<file path="config.mk">
export PLATFORM = sky130hd
export DESIGN_NAME = cfg_stream_reader
export DESIGN_NICKNAME = d
export VERILOG_FILES = /design/src/rtl/cfg_stream_reader.sv
export SDC_FILE = /design/constraint.sdc
export NUM_CORES = 1
export LEC_CHECK = 0
export CAP_MARGIN = 20
export CELL_PAD_IN_SITES_DETAIL_PLACEMENT = 1
export CELL_PAD_IN_SITES_GLOBAL_PLACEMENT = 1
export CORE_UTILIZATION = 36
export CTS_BUF_LIST = sky130_fd_sc_hd__clkbuf_4
export DETAILED_ROUTE_END_ITERATION = 10
export PLACE_DENSITY = 0.57
export SYNTH_ARGS = -nofsm -noshare
export SYNTH_HDL_FRONTEND = slang
export SYNTH_SLANG_ARGS = --single-unit
</file>
<file path="constraint.sdc">
create_clock -name clk -period 2.1 [get_ports clk]
set_input_delay 0.315 -clock clk [delete_from_list [all_inputs] [get_ports clk]]
set_output_delay 0.315 -clock clk [all_outputs]
set_load 0.01 [all_outputs]
</file>
<file path="src/rtl/cfg_stream_reader.sv">
module cfg_stream_reader #(
  parameter int DEPTH       = 256,
  parameter bit RST_OE_HIGH = 1'b1,
  localparam int AW  = $clog2(DEPTH + 1),
  localparam int WAW = $clog2(DEPTH)
) (
  input  logic           clk,
  input  logic           rst_n,
  input  logic           ce_n,
  input  logic           rst_oe,
  input  logic           wr_en,
  input  logic [WAW-1:0] wr_addr,
  input  logic           wr_bit,
  output logic           dout,
  output logic           dout_oe,
  output logic           ceo_n
);

  logic [DEPTH-1:0] mem;
  logic [AW-1:0]    addr;
  logic             clr;
  logic             more;

  assign clr  = RST_OE_HIGH ? rst_oe : ~rst_oe;
  assign more = addr < AW'(DEPTH);

  always_ff @(posedge clk)
    if (wr_en && ce_n) mem[wr_addr] <= wr_bit;

  always_ff @(posedge clk) begin
    if (!rst_n || clr) begin
      addr    <= '0;
      dout    <= 1'b0;
      dout_oe <= 1'b0;
      ceo_n   <= 1'b1;
    end else if (!ce_n) begin
      if (more) begin
        dout    <= mem[addr[WAW-1:0]];
        dout_oe <= 1'b1;
        addr    <= addr + 1'b1;
      end else begin
        dout_oe <= 1'b0;
        ceo_n   <= 1'b0;
      end
    end else begin
      dout_oe <= 1'b0;
    end
  end

endmodule

</file>
* After elaboration in Yosys (flattened, before gate mapping)
Index checks and enable logic that the tools add are counted.
Widths: inputs -> output; s select.
** Word-level totals
- Register bits :: 268
- Input bits :: 14
** Operators by class
- $add $sub $neg :: 1
- $lt $le $gt $ge :: 4
- Muxes and demuxes :: 6
- Bitwise gates (word level) :: 2
- Reduce and logical (&&, ||, !) cells :: 7
** Operators by type and width (count)
- $bwmux 256 :: 1
- $lt 8x9->1 const B :: 2
- $add 9x1->9 const B :: 1
- $lt 9x9->1 const B :: 1
- $bmux 1 s8 :: 1
- $demux 1 s8 :: 1
- $ge 8x1->1 const B :: 1
- $reduce_and 2->1 :: 2
- $mux 1 :: 3
- $logic_and 1x1->1 :: 2
- $not 1->1 :: 2
- $reduce_or 2->1 :: 1
- $logic_not 1->1 :: 1
- $logic_or 1x1->1 :: 1

* Longest topological paths before layout
- Word-level depth :: 5
- Mapped depth :: 11
- Mapped depth without buffers :: 7

* Worst setup path after synthesis
No wires, ideal clock.
- Path type :: flip-flop to flip-flop
- Start point :: register addr[0]
- End point :: register dout
- Setup time :: 0.116 ns
- Arrival :: 1.866 ns
- Data required time :: 1.984 ns
- Path slack :: 0.117 ns
- Stages on the path, launching flop included :: 10
- Buffers on the path :: 3
- Path through :: dfxtp_1 > buf_6 > buf_12 > buf_8 > mux4_1 > a21oi_1 > nor2_1 > o21ai_2 > o211ai_1 > o211a_1
** On the way
- Longest elaborated chain between the ends :: 2
- Elaborated cells between the ends (all ways) :: 4
- Classes of those cells :: order compare: 1; mux: 2; reduce/logical: 1
** RTL lines
- start, declared :: RTL line 20 : logic [AW-1:0] addr;
- start signal, assigned :: RTL line 40 : addr <= addr + 1'b1;
- $bmux 1 s8 / $lt 9x9->1 (equally long branches) :: RTL line 38, 25
- $mux 1 (not written as such) / $reduce_and 2->1 (equally long branches)
- end signal, assigned :: RTL line 38 : dout <= mem[addr[WAW-1:0]];
- end, declared :: RTL line 14 : output logic dout,
Several ways; a longest one is shown, not always the timed one. The select of a mux whose other input is x is not followed.
A chain may end at the register's enable or synchronous reset.

* Worst setup path after layout
Ends and elaborated chain as after synthesis.

==> impl_metrics.json <==
{
  "h-tree-depth": 3,
  "maxCapViolations": 0,
  "grt_max_degree": 74,
  "port_buffers": 16,
  "dr.first_iter.drc_count": 551,
  "worstSkewPairLatency_ps": 720,
  "fillCellCount": 3372,
  "postRouteAntennaNets": 0,
  "synth.distinct_cells": 48,
  "ys_async_sr_fraction": 0,
  "final_common_cell": "nor2_1",
  "die_w_um": 183,
  "min_path_type": "in -> reg",
  "synth_top_area_share": 0.649,
  "pin_count": 17,
  "area.growth.synth_to_final_pct": 22.6,
  "nNetsFinal": 1027,
  "end_kind": "flip-flop",
  "min_period_ps": 2200,
  "crit_fanout": 7,
  "required_ps": 2710,
  "final_util": 0.448,
  "synthFlopType": "edfxtp_1",
  "setup_viol": 1,
  "die_h_um": 183,
  "drive_gt1_frac": 0.272,
  "wire_per_inst_um": 21.9,
  "fmax_mhz": 456,
  "overflow": 0,
  "p_leak_nw": 4.55,
  "synth_edf_count": 256,
  "violations": "negative setup slack",
  "tightest_slew_ps": 569,
  "initial_core_util": 0.365,
  "pwr_density_cell_nw_per_um2": 780,
  "synth_largest_area_cell": "edfxtp_1",
  "worst_clock_skew_ps": 60.6,
  "vias": 7768,
  "syn_avg_cell_area_um2": 13.5,
  "placed_area_um2": 13300,
  "ys_ff_latch": 268,
  "power_w": 0.0113,
  "rrSetupSlack_ps": -100,
  "holdWs_ps": 97.8,
  "maxSlewHeadroom": 0.620,
  "worst_setup_path_start_kind": "flip-flop",
  "clockRootBuffer": "clkbuf_4",
  "critPathKind": "reg -> reg",
  "syn_area_um2": 11800,
  "arrival_ps": 2810,
  "fin_crit_sh": 1.05,
  "grt_setup_unrepaired": "true",
  "drv_slew": 0,
  "hpwlAfterDp_mm": 20.6,
  "drt-total-wl_mm": 33.1,
  "dr.pass1.iters": 5,
  "final_area_um2": 14500,
  "grt_pass1_wl_mm": 50.5,
  "clock_sinks": 268,
  "grt_pass1_vias": 8136,
  "place_congestion": 0.743,
  "yosys_warnings": 0,
  "postLayoutSetupSlackWorst_ps": -95.2,
  "hold_buffers": 0,
  "antenna_found_initial": 1,
  "core_um2": 32500,
  "rows": 66,
  "synth_cells": 878,
  "drc": 0,
  "die-area_um2": 33600,
  "finalHoldViolCount": 0,
  "grt.total_usage": 0.206,
  "cts_tree": "done",
  "synth.top_cells.by_area": "edfxtp_1 (65%), nor2_1 (8.8%), mux4_2 (5.1%)",
  "layout_common_cells": "nor2_1 (276), edfxtp_1 (256), clkbuf_4 (115), buf_4 (78), mux2i_1 (48)",
  "status": "finished with violations",
  "clkSlewWorstSetupHoldPaths_ps": 70,
  "vdd_ir_drop_max_v": 0.000328,
  "numCtsBuffers": 75,
  "syn_nets": 893,
  "via_per_inst": 5.14,
  "cts_max_path_buffers": 3,
  "ys_seq_area_frac": 0.669
}
[synth_stat cells (4+ instances only)]
cell type  number
a211oi_1        7
a21oi_1        23
a221oi_1        6
a22oi_1         5
and2_1          4
buf_2           9
buf_8           4
clkbuf_1       50
dfxtp_1        12
edfxtp_1      256
mux2i_1        48
mux4_1         13
mux4_2         27
nand2_1        26
nand3_1        25
nand4_1        10
nor2_1        278
nor2b_1        11
o21ai_0         6
o221ai_1        6
o22ai_1         9
xor2_1          5
[kinds of logic (layout without fill, tap and decap cells)]
| family | after synthesis | after routing | synth area share |
|---|---|---|---|
| AND/OR/NAND/NOR | 364 | 364 | 0.126 |
| flip-flops | 268 | 268 | 0.669 |
| other | 0 | 1 | 0 |
| multiplexers | 89 | 89 | 0.122 |
| buffers and inverters | 72 | 261 | 0.0308 |
| adder cells (fa/ha/maj) | 1 | 1 | 0.00106 |
| AO/OA/AOI/OAI | 78 | 78 | 0.0469 |
| XOR/XNOR | 6 | 6 | 0.00444 |
[what timing repair did]
action | in CTS | in global routing
resized for setup | 24 | 7
endpoints found under the setup margin | 1 | 1
pin swaps | 7 | 3
cloned | 3 | 0
buffers inserted | 5 | 0
[where the power goes]
part / switching [W] / internal [W]
combinational: 0.000308 / 0.000229
clock: 0.00220 / 0.00273
sequential: 0.00000862 / 0.00585
total: 0.00252 / 0.00881
[layer usage]
metal  track usage  up-vias  wire, um
met5             0        -         0
met4        0.0700        0       566
met3        0.0387       47      1580
met2         0.325      183     15600
met1         0.286     3975     15300
li1              -     3563         -
[worst paths after layout]
| check | start | to | cells past startpoint |
|---|---|---|---|
| setup / recovery | addr[0] | dout | 9 |
| hold / removal | wr_bit | mem[178] | 1 |
| setup reg to reg | addr[0] | dout | 9 |
| hold reg to reg | ceo_n | ceo_n | 1 |
[worst max-delay path, cell delays in order (launching register included)]
cell      delay, ps
dfxtp_4         420
buf_12          170
buf_12          120
buf_16          120
mux4_2          510
a21oi_2         150
o21ai_1          90
o211ai_2         80
o211ai_1        170
o211a_1         260
[sequential cells by signal, summed over array words and instances (netlist names)]
register,count
addr,9
mem,256
dout,1
dout_oe,1
ceo_n,1
[through the flow]
stage / setup WS, ps / TNS [ps] / cells
5_1_grt: -194 / -194 / 1510
4_1_cts: -97.1 / -97.1 / 1509
6_report: -95.2 / -95.2 / 1510
3_3_place_gp: -229 / -229 / 1369
2_1_floorplan: 117 / 0 / 878
3_5_place_dp: -184 / -184 / 1369
[layout make-up]
class                      instances  area, um2  area share
clock buffer                     115        863      0.0594
tap                              442        553      0.0381
timing repair buffer             128       1430      0.0985
multi-input combinational        538       3610       0.249
antenna                            1       2.50    0.000172
sequential                       268       7940       0.546
clock inverter                    17        121     0.00836
inverter                           1       3.75    0.000258
No activity file was read; power rests on OpenSTA's default activity.
